$ cat config.mk
export PLATFORM = sky130hd
export DESIGN_NAME = uart_rx_efifo
export DESIGN_NICKNAME = d
export VERILOG_FILES = /design/src/rtl/uart_rx_pkg.sv /design/src/rtl/uart_rx_ctrl.sv /design/src/rtl/uart_rx_dp.sv /design/src/rtl/uart_rx_efifo.sv
export SDC_FILE = /design/constraint.sdc
export NUM_CORES = 1
export LEC_CHECK = 0
export ABC_CLOCK_PERIOD_IN_PS = 9600
export BUFFER_PORTS_ARGS = -buffer_cell sky130_fd_sc_hd__buf_2
export CORE_MARGIN = 8
export CORE_UTILIZATION = 60
export CTS_CLUSTER_SIZE = 12
export DETAILED_ROUTE_END_ITERATION = 12
export MAX_ROUTING_LAYER = met4
export PLACE_DENSITY = 0.84
export SYNTH_ARGS = -nofsm -noshare
export SYNTH_HDL_FRONTEND = slang
export SYNTH_SLANG_ARGS = --single-unit
export TNS_END_PERCENT = 5
$ cat constraint.sdc
create_clock -name clk -period 9.6 [get_ports clk]
set_input_delay 0.48 -clock clk [delete_from_list [all_inputs] [get_ports clk]]
set_output_delay 0.48 -clock clk [all_outputs]
set_load 0.005 [all_outputs]
$ cat src/rtl/uart_rx_pkg.sv
package uart_rx_pkg;
  typedef enum logic [1:0] {BK_DATA = 2'd0, BK_PAR = 2'd1, BK_STOP = 2'd2} bitKind_e;

  typedef struct packed {
    logic     frameStart;
    logic     shift;
    bitKind_e kind;
    logic     lineBit;
    logic     frameEnd;
    logic     toutHit;
  } rxStrb_t;
endpackage

$ cat src/rtl/uart_rx_ctrl.sv
module uart_rx_ctrl
  import uart_rx_pkg::*;
#(
  parameter int OVS        = 16,
  parameter int TOUT_CHARS = 3
) (
  input  logic       clk,
  input  logic       rstN,
  input  logic       tick,
  input  logic       rxd,
  input  logic [1:0] dataLen,
  input  logic       stopSel,
  input  logic       parEn,
  input  logic       toutEn,
  output rxStrb_t    strb
);
  localparam int TW   = $clog2(OVS);
  localparam int HALF = OVS / 2;
  localparam int TOW  = $clog2(TOUT_CHARS * OVS * 12 + 1);

  typedef enum logic [1:0] {S_IDLE, S_START, S_BITS, S_HOLD} state_e;

  state_e         state;
  logic           rxMeta, rxS;
  logic [TW-1:0]  tickCnt;
  logic [3:0]     bitIdx;
  logic [TOW-1:0] toutCnt;
  logic           toutFired;

  logic [3:0]     nData, lastIdx, frameBits;
  logic [TOW-1:0] toutLimit;

  assign nData     = 4'd5 + {2'b00, dataLen};
  assign lastIdx   = nData + {3'b000, parEn} + {3'b000, stopSel};
  assign frameBits = lastIdx + 4'd2;
  assign toutLimit = TOW'(TOUT_CHARS * OVS) * TOW'(frameBits);

  always_comb begin
    strb            = '0;
    strb.frameStart = (state == S_IDLE) && tick && !rxS;
    strb.shift      = (state == S_BITS) && tick && (tickCnt == TW'(OVS - 1));
    strb.lineBit    = rxS;
    if (bitIdx < nData)                strb.kind = BK_DATA;
    else if (parEn && bitIdx == nData) strb.kind = BK_PAR;
    else                               strb.kind = BK_STOP;
    strb.frameEnd   = strb.shift && (bitIdx == lastIdx);
    strb.toutHit    = (state == S_IDLE) && tick && toutEn && !toutFired &&
                      (toutCnt == toutLimit - TOW'(1));
  end

  always_ff @(posedge clk or negedge rstN) begin
    if (!rstN) begin
      rxMeta  <= 1'b1;
      rxS     <= 1'b1;
      state   <= S_IDLE;
      tickCnt <= '0;
      bitIdx  <= '0;
    end else begin
      rxMeta <= rxd;
      rxS    <= rxMeta;
      case (state)
        S_IDLE: if (strb.frameStart) begin
          state   <= S_START;
          tickCnt <= '0;
        end
        S_START: if (tick) begin
          if (tickCnt == TW'(HALF - 1)) begin
            state   <= rxS ? S_IDLE : S_BITS;
            tickCnt <= '0;
            bitIdx  <= '0;
          end else begin
            tickCnt <= tickCnt + TW'(1);
          end
        end
        S_BITS: if (strb.shift) begin
          tickCnt <= '0;
          if (strb.frameEnd) state <= rxS ? S_IDLE : S_HOLD;
          else               bitIdx <= bitIdx + 4'd1;
        end else if (tick) begin
          tickCnt <= tickCnt + TW'(1);
        end
        default: if (rxS) state <= S_IDLE;
      endcase
    end
  end

  always_ff @(posedge clk or negedge rstN) begin
    if (!rstN) begin
      toutCnt   <= '0;
      toutFired <= 1'b0;
    end else begin
      if (strb.frameStart)   toutFired <= 1'b0;
      else if (strb.toutHit) toutFired <= 1'b1;
      if (state != S_IDLE || !toutEn)  toutCnt <= '0;
      else if (tick && !toutFired)     toutCnt <= toutCnt + TOW'(1);
    end
  end

  // a timeout strobe is never repeated in the following cycle
  a_r10_single_tout: assert property (@(posedge clk) disable iff (!rstN)
    strb.toutHit |=> !strb.toutHit);
endmodule

$ cat src/rtl/uart_rx_dp.sv
module uart_rx_dp
  import uart_rx_pkg::*;
#(
  parameter int DEPTH = 16
) (
  input  logic                     clk,
  input  logic                     rstN,
  input  rxStrb_t                  strb,
  input  logic [1:0]               dataLen,
  input  logic [2:0]               parSel,
  input  logic [1:0]               trigSel,
  input  logic                     fifoRst,
  input  logic                     errRd,
  input  logic                     dataRd,
  input  logic [2:0]               irqClr,
  input  logic [2:0]               intEn,
  output logic [7:0]               rxData,
  output logic [3:0]               errData,
  output logic [$clog2(DEPTH)-1:0] fifoCnt,
  output logic                     fifoFull,
  output logic                     fifoErr,
  output logic [2:0]               irqStat,
  output logic                     irq
);
  localparam int AW      = $clog2(DEPTH);
  localparam int CW      = AW + 1;
  localparam int QUARTER = DEPTH / 4;

  logic [7:0]       dataSh;
  logic             parBit, stopBad, anyOne;
  logic [7:0]       endData;
  logic             endFrame, endBreak, endPar, dataPar;
  logic [3:0]       pushFlags;

  logic [7:0]       memD [DEPTH];
  logic [3:0]       memF [DEPTH];
  logic [DEPTH-1:0] unread, unreadNext;
  logic [AW-1:0]    wrPtr, rdPtr;
  logic [CW-1:0]    cnt, lvl;
  logic             ovrPend, full, doPush, doPop, ovf, errSet;

  // frame assembly
  always_ff @(posedge clk or negedge rstN) begin
    if (!rstN) begin
      dataSh <= '0; parBit <= 1'b0; stopBad <= 1'b0; anyOne <= 1'b0;
    end else if (strb.frameStart) begin
      dataSh <= '0; parBit <= 1'b0; stopBad <= 1'b0; anyOne <= 1'b0;
    end else if (strb.shift) begin
      anyOne <= anyOne | strb.lineBit;
      case (strb.kind)
        BK_DATA: dataSh  <= {strb.lineBit, dataSh[7:1]};
        BK_PAR:  parBit  <= strb.lineBit;
        default: stopBad <= stopBad | !strb.lineBit;
      endcase
    end
  end

  assign endData  = dataSh >> (2'd3 - dataLen);
  assign dataPar  = ^endData;
  assign endFrame = stopBad | !strb.lineBit;
  assign endBreak = !anyOne && !strb.lineBit;

  always_comb begin
    case (parSel)
      3'd4:    endPar = !(dataPar ^ parBit);
      3'd5:    endPar = dataPar ^ parBit;
      3'd6:    endPar = !parBit;
      3'd7:    endPar = parBit;
      default: endPar = 1'b0;
    endcase
  end
  assign pushFlags = {endBreak, endFrame, endPar, 1'b0};

  // queue
  assign full   = (cnt == CW'(DEPTH));
  assign doPush = strb.frameEnd && !full;
  assign ovf    = strb.frameEnd && full;
  assign doPop  = dataRd && (cnt != '0);

  always_comb begin
    unreadNext = unread;
    if ((errRd || doPop) && cnt != '0) unreadNext[rdPtr] = 1'b0;
    if (doPush) unreadNext[wrPtr] = |pushFlags;
  end

  always_ff @(posedge clk) begin
    if (doPush) begin
      memD[wrPtr] <= endData;
      memF[wrPtr] <= pushFlags;
    end
  end

  always_ff @(posedge clk or negedge rstN) begin
    if (!rstN) begin
      wrPtr <= '0; rdPtr <= '0; cnt <= '0; ovrPend <= 1'b0; unread <= '0;
    end else if (fifoRst) begin
      wrPtr <= '0; rdPtr <= '0; cnt <= '0; ovrPend <= 1'b0; unread <= '0;
    end else begin
      if (doPush) wrPtr <= wrPtr + AW'(1);
      if (doPop)  rdPtr <= rdPtr + AW'(1);
      cnt    <= cnt + CW'(doPush) - CW'(doPop);
      unread <= unreadNext;
      if (ovf)        ovrPend <= 1'b1;
      else if (errRd) ovrPend <= 1'b0;
    end
  end

  assign rxData   = (cnt != '0) ? memD[rdPtr] : 8'h00;
  assign errData  = ((cnt != '0) ? memF[rdPtr] : 4'h0) | {3'b000, ovrPend};
  assign fifoCnt  = cnt[AW-1:0];
  assign fifoFull = cnt[AW];
  assign fifoErr  = ovrPend | (|unread);

  // interrupts
  assign lvl    = CW'((int'(trigSel) + 1) * QUARTER);
  assign errSet = (doPush && |pushFlags) || ovf;

  always_ff @(posedge clk or negedge rstN) begin
    if (!rstN) irqStat <= '0;
    else       irqStat <= (irqStat & ~irqClr) | {strb.toutHit, errSet, (cnt >= lvl)};
  end
  assign irq = |(irqStat & intEn);

  a_r5_count_bound: assert property (@(posedge clk) disable iff (!rstN)
    cnt <= CW'(DEPTH));
  a_r5_empty_pop_holds: assert property (@(posedge clk) disable iff (!rstN)
    (dataRd && cnt == '0 && !strb.frameEnd && !fifoRst) |=> cnt == '0);
  a_r6_drop_when_full: assert property (@(posedge clk) disable iff (!rstN)
    (strb.frameEnd && full && !dataRd && !fifoRst) |=> (ovrPend && cnt == CW'(DEPTH)));
  a_r11_reset_empties: assert property (@(posedge clk) disable iff (!rstN)
    fifoRst |=> (cnt == '0 && !ovrPend && unread == '0));
  a_r12_clear_tout: assert property (@(posedge clk) disable iff (!rstN)
    (irqClr[2] && !strb.toutHit) |=> !irqStat[2]);
endmodule

$ cat src/rtl/uart_rx_efifo.sv
module uart_rx_efifo
  import uart_rx_pkg::*;
#(
  parameter int OVS   = 16,
  parameter int DEPTH = 16
) (
  input  logic                     clk,
  input  logic                     rstN,
  input  logic                     sampleTick,
  input  logic                     rxd,
  input  logic [1:0]               dataLen,
  input  logic                     stopSel,
  input  logic [2:0]               parSel,
  input  logic [1:0]               trigSel,
  input  logic                     toutEn,
  input  logic [2:0]               intEn,
  input  logic                     fifoRst,
  input  logic                     errRd,
  input  logic                     dataRd,
  input  logic [2:0]               irqClr,
  output logic [7:0]               rxData,
  output logic [3:0]               errData,
  output logic [$clog2(DEPTH)-1:0] fifoCnt,
  output logic                     fifoFull,
  output logic                     fifoErr,
  output logic [2:0]               irqStat,
  output logic                     irq
);
  rxStrb_t strb;

  uart_rx_ctrl #(.OVS(OVS), .TOUT_CHARS(3)) u_ctrl (
    .clk(clk), .rstN(rstN), .tick(sampleTick), .rxd(rxd),
    .dataLen(dataLen), .stopSel(stopSel), .parEn(parSel[2]),
    .toutEn(toutEn), .strb(strb)
  );

  uart_rx_dp #(.DEPTH(DEPTH)) u_dp (
    .clk(clk), .rstN(rstN), .strb(strb), .dataLen(dataLen), .parSel(parSel),
    .trigSel(trigSel), .fifoRst(fifoRst), .errRd(errRd), .dataRd(dataRd),
    .irqClr(irqClr), .intEn(intEn), .rxData(rxData), .errData(errData),
    .fifoCnt(fifoCnt), .fifoFull(fifoFull), .fifoErr(fifoErr),
    .irqStat(irqStat), .irq(irq)
  );
endmodule

==> results_dict.tcl, run 1 <==
set metrics [dict create \
    ys_types 67 \
    ys_ff_latch 243 \
    via_count 7019 \
    synth_top_flop_cell "edfxtp_1" \
    path_clk_slew_ns 0.06 \
    die_h_um 155 \
    die_w_um 155 \
    arrival_ns 4.38 \
    synthTopCellsByArea "edfxtp_1 (45%), dfrtp_1 (14%), mux4_2 (11%), ha_1 (4.0%), nand3_1 (1.9%)" \
    ctsHoldBuffers 0 \
    grt_max_degree 68 \
    worst_slew_pin_slew_ns 1.40 \
    rsz0062_at_grt "no" \
    synth_common_cells "edfxtp_1 (176), dfrtp_1 (65), mux4_2 (56)" \
    pin_count 44 \
    drtIter0Drc 773 \
    wl_per_cell_um 22.3 \
    fin_area_mm2 0.0128 \
    antenna_found_initial 0 \
    synth.largest_area_cell "edfxtp_1" \
    avgSynthCellArea_um2 14.8 \
    cap_violations 0 \
    drt_wl_total_um 24800 \
    finalPower_w 0.00265 \
    grt_usage 0.218 \
    syn-cell-area_mm2 0.0117 \
    fin_tns_setup_ns 0 \
    root_buffer "clkbuf_16" \
    clock_sinks 243 \
    coreArea_mm2 0.0193 \
    clk_path_buf_depth 3 \
    nets 891 \
    dpl.cell_count 1067 \
    setup_viol 0 \
    dieArea_mm2 0.0242 \
    clk_latency_ns 0.53 \
    crit_path_end_kind "register" \
    vdd_drop_max_uv 206 \
    syn_inst 789 \
    place_ws_ns 5.18 \
    worstPathRequired_ns 10.04 \
    io_buffers 43 \
    cp-start-kind "input pin" \
    ctsResizeCount 0 \
    dp_hpwl_um 16000 \
    fin_crit_ns 3.94 \
    outcome "completed" \
    synth_most_common_cell "edfxtp_1" \
    dr.pass1.iters 5 \
    ant_nets 0 \
    routabilityCongestion 0.874 \
    cts_tree "yes" \
    cts_buffers 25 \
    leakage_nw 4.31 \
    grt_pass1_vias 7099 \
    yosysSeqAreaShare 0.597 \
    synth_nets 851 \
    initial_utilization 0.605 \
    hp-class "input pin to register" \
    syn2layout_area_growth_pct 10.1 \
    overflow 0 \
    drc 0 \
    num_antenna_cells 0 \
    yosys_warnings 0 \
    fillCellCount 1309 \
    power_density_mw_per_mm2 206 \
    maxSlewViolCount 0 \
    grt_pass1_wl_um 39400 \
    ys_async_sr_fraction 0.276 \
    via_per_inst 6.31 \
    synth_edf_count 176 \
    drive_gt1_frac 0.213 \
    post-synth-top-area-fraction 0.453 \
    placementRows 51 \
    slew_headroom 0.0630 \
    finalClockSkew_ns 0.0111 \
    placed_area_mm2 0.0121 \
    h-tree-depth 1 \
    cts_setup_buffers 0 \
    layout_setup_ws_ns 5.66 \
    path_max_fanout 17 \
    crit_type "input pin to register" \
    period_share 0.410 \
    finalHoldViolCount 0 \
    max_freq_mhz 254 \
    instances_no_fill 1113 \
]
-- cell type report --
cell class	instances	area, um2	area share
Multi-Input combinational cell	475	4380	0.341
Sequential cell	243	6970	0.543
Inverter	35	131	0.0102
Tap cell	265	332	0.0258
Clock buffer	40	702	0.0547
Clock inverter	6	70.1	0.00546
Timing Repair Buffer	49	260	0.0203
-- cells in the final DEF (no fill, tap or decap), types with 14 or more instances in the layout --
cell | Yosys | layout
a21oi_1 | 21 | 21
nand3_1 | 44 | 44
dfrtp_1 | 65 | 63
mux2_2 | 18 | 18
xor2_1 | 17 | 17
inv_1 | 35 | 35
buf_2 | 5 | 43
mux4_2 | 56 | 56
and2_1 | 14 | 14
a31oi_1 | 18 | 17
nand2_1 | 25 | 25
xnor2_1 | 14 | 14
o21ai_0 | 38 | 38
clkbuf_16 | 0 | 25
edfxtp_1 | 176 | 176
ha_1 | 37 | 37
nor2_1 | 42 | 42
-- registers in the layout, indices dropped and copies added, names as in the netlist, 2 cells and up, named ones only --
name	flops
u_ctrl.bitIdx	4
u_dp.dataSh	8
u_ctrl.state	2
u_dp.memD	128
u_dp.wrPtr	4
u_dp.rdPtr	4
u_dp.irqStat	3
u_ctrl.tickCnt	4
u_dp.unread	16
u_dp.memF	48
u_ctrl.toutCnt	10
u_dp.cnt	5
-- critical path, cell delays in order --
cell and delay, ns:
buf_2 0.21, fa_1 0.44, inv_1 0.08, fa_1 0.54, xnor2_1 0.21, nand4_1 0.25
nor2_1 0.87, and4_1 0.75, mux2_2 0.41, a31oi_1 0.14
-- kinds of logic after synthesis --
group / share of synthesized area
xor gates and xnor gates: 0.0323
DFF: 0.597
adders and majority gates: 0.0449
and+or+nand+nor: 0.102
buffers and inverters: 0.0277
muxes: 0.146
AOI/OAI and AO/OA: 0.0502
-- routing by layer --
| layer | part of all wire | track usage |
|---|---|---|
| met2 | 0.48 | 0.344 |
| met5 | 0 | - |
| met3 | 0.078 | 0.0455 |
| met4 | 0.038 | 0.0878 |
| met1 | 0.40 | 0.273 |
-- stage by stage --
step	hold WS, ns	util
after global routing	0.0500	0.666
after detailed placement	0.349	0.626
final	0.0534	0.666
after floorplan	0.184	-
after global placement	0.346	0.626
after CTS	0.0364	0.666
-- worst paths after layout --
kind | from | endpoint | slack (ns) | cells past startpoint
worst max-delay path | dataLen[0] | u_dp.unread[13]$_DFF_PN0_ | 5.66 | 10
worst min register to register | u_ctrl.rxMeta$_DFF_PN1_ | u_ctrl.rxS$_DFF_PN1_ | 0.35 | 0
worst max register to register | u_dp.cnt[2]$_DFF_PN0_ | u_dp.cnt[4]$_DFF_PN0_ | 5.92 | 12
min in group asynchronous | rstN | u_dp.irqStat[1]$_DFF_PN0_ | 0.13 | 2
worst min-delay path | rxd | u_ctrl.rxMeta$_DFF_PN1_ | 0.05 | 1
max in group asynchronous | rstN | u_dp.rdPtr[0]$_DFFE_PN0P_ | 8.84 | 2
-- power by group --
part,switching (W),internal [W]
Combinational,0.000298,0.000246
Clock,0.000391,0.000531
Sequential,0.0000433,0.00114
Power figures use the tool's default switching activity.
==> run 2, diff against run 1 <==
--- a/config.mk
+++ b/config.mk
@@ -5,7 +5,7 @@
 export SDC_FILE = /design/constraint.sdc
 export NUM_CORES = 1
 export LEC_CHECK = 0
-export ABC_CLOCK_PERIOD_IN_PS = 9600
+export ABC_CLOCK_PERIOD_IN_PS = 3760
 export BUFFER_PORTS_ARGS = -buffer_cell sky130_fd_sc_hd__buf_2
 export CORE_MARGIN = 8
 export CORE_UTILIZATION = 60
==> constraint.sdc (replaced) <==
create_clock -name clk -period 3.76 [get_ports clk]
set_input_delay 0.188 -clock clk [delete_from_list [all_inputs] [get_ports clk]]
set_output_delay 0.188 -clock clk [all_outputs]
set_load 0.005 [all_outputs]
==> results_dict.tcl, run 2 (synthesized netlist as in run 1, its figures left out) <==
set metrics [dict create \
    outcome "completed" \
    placed_area_mm2 0.0123 \
    syn2layout_area_growth_pct 12.9 \
    grt_max_degree 49 \
    path_max_fanout 38 \
    largest_reg_flops 128 \
    clk_path_buf_depth 3 \
    worst_slew_pin_slew_ns 1.27 \
    antenna_found_initial 0 \
    max_freq_mhz 325 \
    via_count 7114 \
    placementRows 51 \
    maxSlewViolCount 0 \
    coreArea_mm2 0.0193 \
    pin_count 44 \
    reg2reg_depth 8 \
    layout_commonest_cell "edfxtp_1" \
    drive_gt1_frac 0.243 \
    top_register "u_dp.memD" \
    worst_r2r_startpoint "u_dp.dataSh[6]$_DFFE_PN0P_" \
    wl_per_cell_um 22.4 \
    drc 0 \
    dp_hpwl_um 17000 \
    cts_setup_buffers 0 \
    clock_sinks 243 \
    startpoint "u_dp.rdPtr[0]$_DFFE_PN0P_" \
    crit_path_end_kind "output pin" \
    arrival_ns 2.89 \
    rsz0062_at_grt "no" \
    period_share 0.818 \
    grt_pass1_vias 7314 \
    root_buffer "clkbuf_16" \
    grt_usage 0.223 \
    fin_crit_ns 3.08 \
    dr.pass1.iters 5 \
    routabilityCongestion 0.922 \
    hold_depth 4 \
    hp-class "input pin to register" \
    crit_type "register to output pin" \
    final_cell_mix "edfxtp_1 (176), dfrtp_1 (63), mux4_2 (56)" \
    cap_violations 0 \
    die_h_um 155 \
    cts_buffers 26 \
    worstPathRequired_ns 3.57 \
    finalHoldViolCount 0 \
    num_antenna_cells 0 \
    nets 928 \
    fin_area_mm2 0.0132 \
    drtIter0Drc 465 \
    via_per_inst 6.18 \
    power_density_mw_per_mm2 522 \
    io_buffers 43 \
    setup_viol 0 \
    dieArea_mm2 0.0242 \
    ant_nets 0 \
    initial_utilization 0.605 \
    top_regs "u_dp.memD (128), u_dp.memF (48), u_dp.unread (16)" \
    grt_pass1_wl_um 40700 \
    ctsResizeCount 0 \
    holdCritStartpoint "irqClr[2]" \
    h-tree-depth 1 \
    slew_headroom 0.149 \
    path_clk_slew_ns 0.06 \
    leakage_nw 4.52 \
    cts_tree "yes" \
    vdd_drop_max_uv 438 \
    overflow 0 \
    fin_tns_setup_ns 0 \
    drt_wl_total_um 25800 \
    clk_latency_ns 0.53 \
    die_w_um 155 \
    cp-start-kind "register" \
    finalClockSkew_ns 0.0190 \
]
## run 2: cell count changes in the layout (fill, tap and decap cells not counted), sizes merged
cell | previous run | this run
buf | 49 | 81
clkinv | 3 | 9
dlygate4sd3 | 0 | 4
clkbuf | 40 | 37
inv | 37 | 35
bufinv | 1 | 2
## run 2: power by group
group          total, W  switching (W)  leakage [nW]  internal, W
clock network   0.00241       0.000995         0.395      0.00142
logic           0.00143       0.000772          1.84     0.000654
registers       0.00303       0.000114          2.28      0.00292
total           0.00687        0.00188          4.52      0.00499
## run 2: metrics by stage
stage	utilization	worst slack (ns)	cells	power [W]	hold slack, ns
after floorplan	-	0.513	789	0.00407	-0.108
after global placement	0.639	0.326	1099	0.00447	0.293
after detailed placement	0.639	0.225	1099	0.00451	0.295
after CTS	0.683	0.630	1151	0.00692	0.0361
after global routing	0.683	0.488	1151	0.00717	0.0368
final	0.683	0.683	1151	0.00687	0.0488
## run 2: layout make-up
class,count,area [um2]
fill,1329,6110
tap,265,332
sequential,243,6970
clock buffer,37,692
multi-input combinational,475,4370
timing repair buffer,85,553
clock inverter,11,114
inverter,35,131
## run 2: final timing paths
| kind | endpoint | slack [ns] |
|---|---|---|
| max | errData[3] | 0.68 |
| max reg2reg | u_dp.memF[5][0]$_DFFE_PP_ | 0.74 |
| min | u_dp.irqStat[2]$_DFF_PN0_ | 0.05 |
| max in group asynchronous | u_dp.rdPtr[1]$_DFFE_PN0P_ | 2.46 |
| min reg2reg | u_ctrl.rxS$_DFF_PN1_ | 0.35 |
| min in group asynchronous | u_dp.cnt[1]$_DFF_PN0_ | 0.41 |
## run 2: worst max-delay path, cell delays in order (launching register included)
cell     delay, ns
dfrtp_2       0.60
buf_12        0.35
mux4_2        0.57
mux4_2        0.48
and2_1        0.18
buf_2         0.12
## run 2: timing repair
item	in CTS	in global routing
hold endpoints to repair	48	0
hold buffers	4	0
endpoints found under the setup margin	0	0
## run 2: layer usage
metal / GRT usage / part of all wire / routed length (um)
met1: 0.274 / 0.39 / 10100
met3: 0.0325 / 0.064 / 1650
met4: 0.0772 / 0.033 / 847
met2: 0.376 / 0.51 / 13200
met5: - / 0 / 0
==> run 3, diff against run 2 <==
--- a/config.mk
+++ b/config.mk
@@ -5,7 +5,7 @@
 export SDC_FILE = /design/constraint.sdc
 export NUM_CORES = 1
 export LEC_CHECK = 0
-export ABC_CLOCK_PERIOD_IN_PS = 3760
+export ABC_CLOCK_PERIOD_IN_PS = 3100
 export BUFFER_PORTS_ARGS = -buffer_cell sky130_fd_sc_hd__buf_2
 export CORE_MARGIN = 8
 export CORE_UTILIZATION = 60
==> constraint.sdc (replaced) <==
create_clock -name clk -period 3.1 [get_ports clk]
set_input_delay 0.155 -clock clk [delete_from_list [all_inputs] [get_ports clk]]
set_output_delay 0.155 -clock clk [all_outputs]
set_load 0.005 [all_outputs]
==> results_dict.tcl, run 3 (synthesized netlist as in run 1, its figures left out) <==
set metrics [dict create \
    arrival_ns 3.21 \
    worstPathRequired_ns 3.45 \
    multi_input_area_mm2 0.00439 \
    period_share 0.925 \
    wl_per_cell_um 22.1 \
    finalClockSkew_ns 0.0148 \
    drt_wl_total_um 26000 \
    die_w_um 155 \
    root_buffer "clkbuf_16" \
    crit_type "register to register" \
    die_h_um 155 \
    ant_nets 0 \
    path_clk_slew_ns 0.06 \
    r2r_slack_ns 0.23 \
    max_freq_mhz 349 \
    overflow 0 \
    pin_count 44 \
    via_count 7231 \
    largest_reg_flops 128 \
    place_ws_ns -0.153 \
    placed_area_mm2 0.0125 \
    grt_max_degree 35 \
    crit_path_end_kind "register" \
    coreArea_mm2 0.0193 \
    dr.pass1.iters 5 \
    rsz0062_at_grt "no" \
    maxSlewViolCount 0 \
    cp-start-kind "register" \
    holdWs_ns 0.0605 \
    clk_latency_ns 0.52 \
    grt_usage 0.223 \
    finalHoldViolCount 0 \
    drc 0 \
    initial_utilization 0.605 \
    leakage_nw 4.65 \
    fin_area_mm2 0.0134 \
    top_register "u_dp.memD" \
    power_density_mw_per_mm2 623 \
    h-tree-depth 1 \
    cts_tree "yes" \
    vdd_drop_max_uv 354 \
    hp-class "input pin to register" \
    routabilityCongestion 0.921 \
    cap_violations 0 \
    nets 954 \
    layout_setup_ws_ns 0.233 \
    drtIter0Drc 718 \
    cts_buffers 25 \
    placementRows 51 \
    outcome "completed" \
    dp_hpwl_um 17200 \
    grt_pass1_wl_um 40500 \
    dieArea_mm2 0.0242 \
    layout_commonest_cell "edfxtp_1" \
    antenna_found_initial 1 \
    setup_viol 0 \
    fillCellCount 1272 \
    final_cell_mix "edfxtp_1 (176), dfrtp_1 (63), buf_4 (61)" \
    via_per_inst 6.14 \
    cts_setup_buffers 0 \
    syn2layout_area_growth_pct 14.8 \
    drive_gt1_frac 0.266 \
    slew_headroom 0.227 \
    path_max_fanout 16 \
    fin_crit_ns 2.87 \
    clk_path_buf_depth 3 \
    io_buffers 43 \
    seqCellArea_mm2 0.00697 \
    worst_slew_pin_slew_ns 1.15 \
    clock_sinks 243 \
    top_regs "u_dp.memD (128), u_dp.memF (48), u_dp.unread (16)" \
    grt_pass1_vias 7246 \
]
## run 3: cell types whose count changed in the layout (fill, tap and decap cells not counted), sizes merged
cell	previous run	this run
buf	81	107
bufinv	2	1
clkbuf	37	42
clkinv	9	2
diode	0	1
dlygate4sd3	4	5
inv	35	36
## run 3: timing repair
| item | in CTS | in global routing |
|---|---|---|
| hold buffers | 5 | 0 |
| endpoints found under the hold margin | 37 | 0 |
| gates resized for setup | 0 | 0 |
## run 3: worst max-delay path, cell delays in order (launching register included)
cell,delay [ns]
dfrtp_1,0.46
mux4_1,0.59
xor2_1,0.24
xnor3_4,0.52
xnor2_4,0.18
o21ai_0,0.25
mux2i_2,0.24
buf_4,0.23
## run 3: worst paths after layout
path	startpoint	to	depth (start not counted)
max	u_dp.dataSh[6]$_DFFE_PN0P_	u_dp.memF[14][0]$_DFFE_PP_	7
min	irqClr[1]	u_dp.irqStat[1]$_DFF_PN0_	3
max reg2reg	u_dp.dataSh[6]$_DFFE_PN0P_	u_dp.memF[14][0]$_DFFE_PP_	7
min reg2reg	u_ctrl.rxMeta$_DFF_PN1_	u_ctrl.rxS$_DFF_PN1_	0
max in group asynchronous	rstN	u_ctrl.rxS$_DFF_PN1_	3
min in group asynchronous	rstN	u_dp.cnt[0]$_DFF_PN0_	2
## run 3: report_power, final
part / leakage [nW] / switching [W] / total, W / internal [W]
Combinational: 1.99 / 0.000970 / 0.00182 / 0.000854
Clock: 0.381 / 0.00118 / 0.00289 / 0.00171
Sequential: 2.28 / 0.0000944 / 0.00363 / 0.00354
## run 3: final cells by class
class,instances,area share
diodes,1,0.000187
repair buffers,112,0.0585
clock buffers,42,0.0553
well taps,265,0.0248
multi-input cells,475,0.328
inverters,35,0.00981
flip-flops and latches,243,0.520
clock inverters,4,0.00355
## run 3: per-stage QoR
stage               utilization  setup TNS [ns]  cells  power (W)
floorplan                     -         -0.0212    789    0.00494
finish                    0.695               0   1177    0.00834
detailed placement        0.651           -1.71   1125    0.00553
global placement          0.651          -0.106   1125    0.00548
CTS                       0.695               0   1176    0.00840
global route              0.695               0   1177    0.00872
## run 3: routing by layer
metal | GRT usage | routed length [um] | vias to the layer above
met5 | - | 0 | -
met4 | 0.0735 | 835 | 0
met3 | 0.0308 | 1660 | 79
met2 | 0.389 | 13500 | 321
met1 | 0.264 | 9970 | 3589
li1 | - | - | 3242
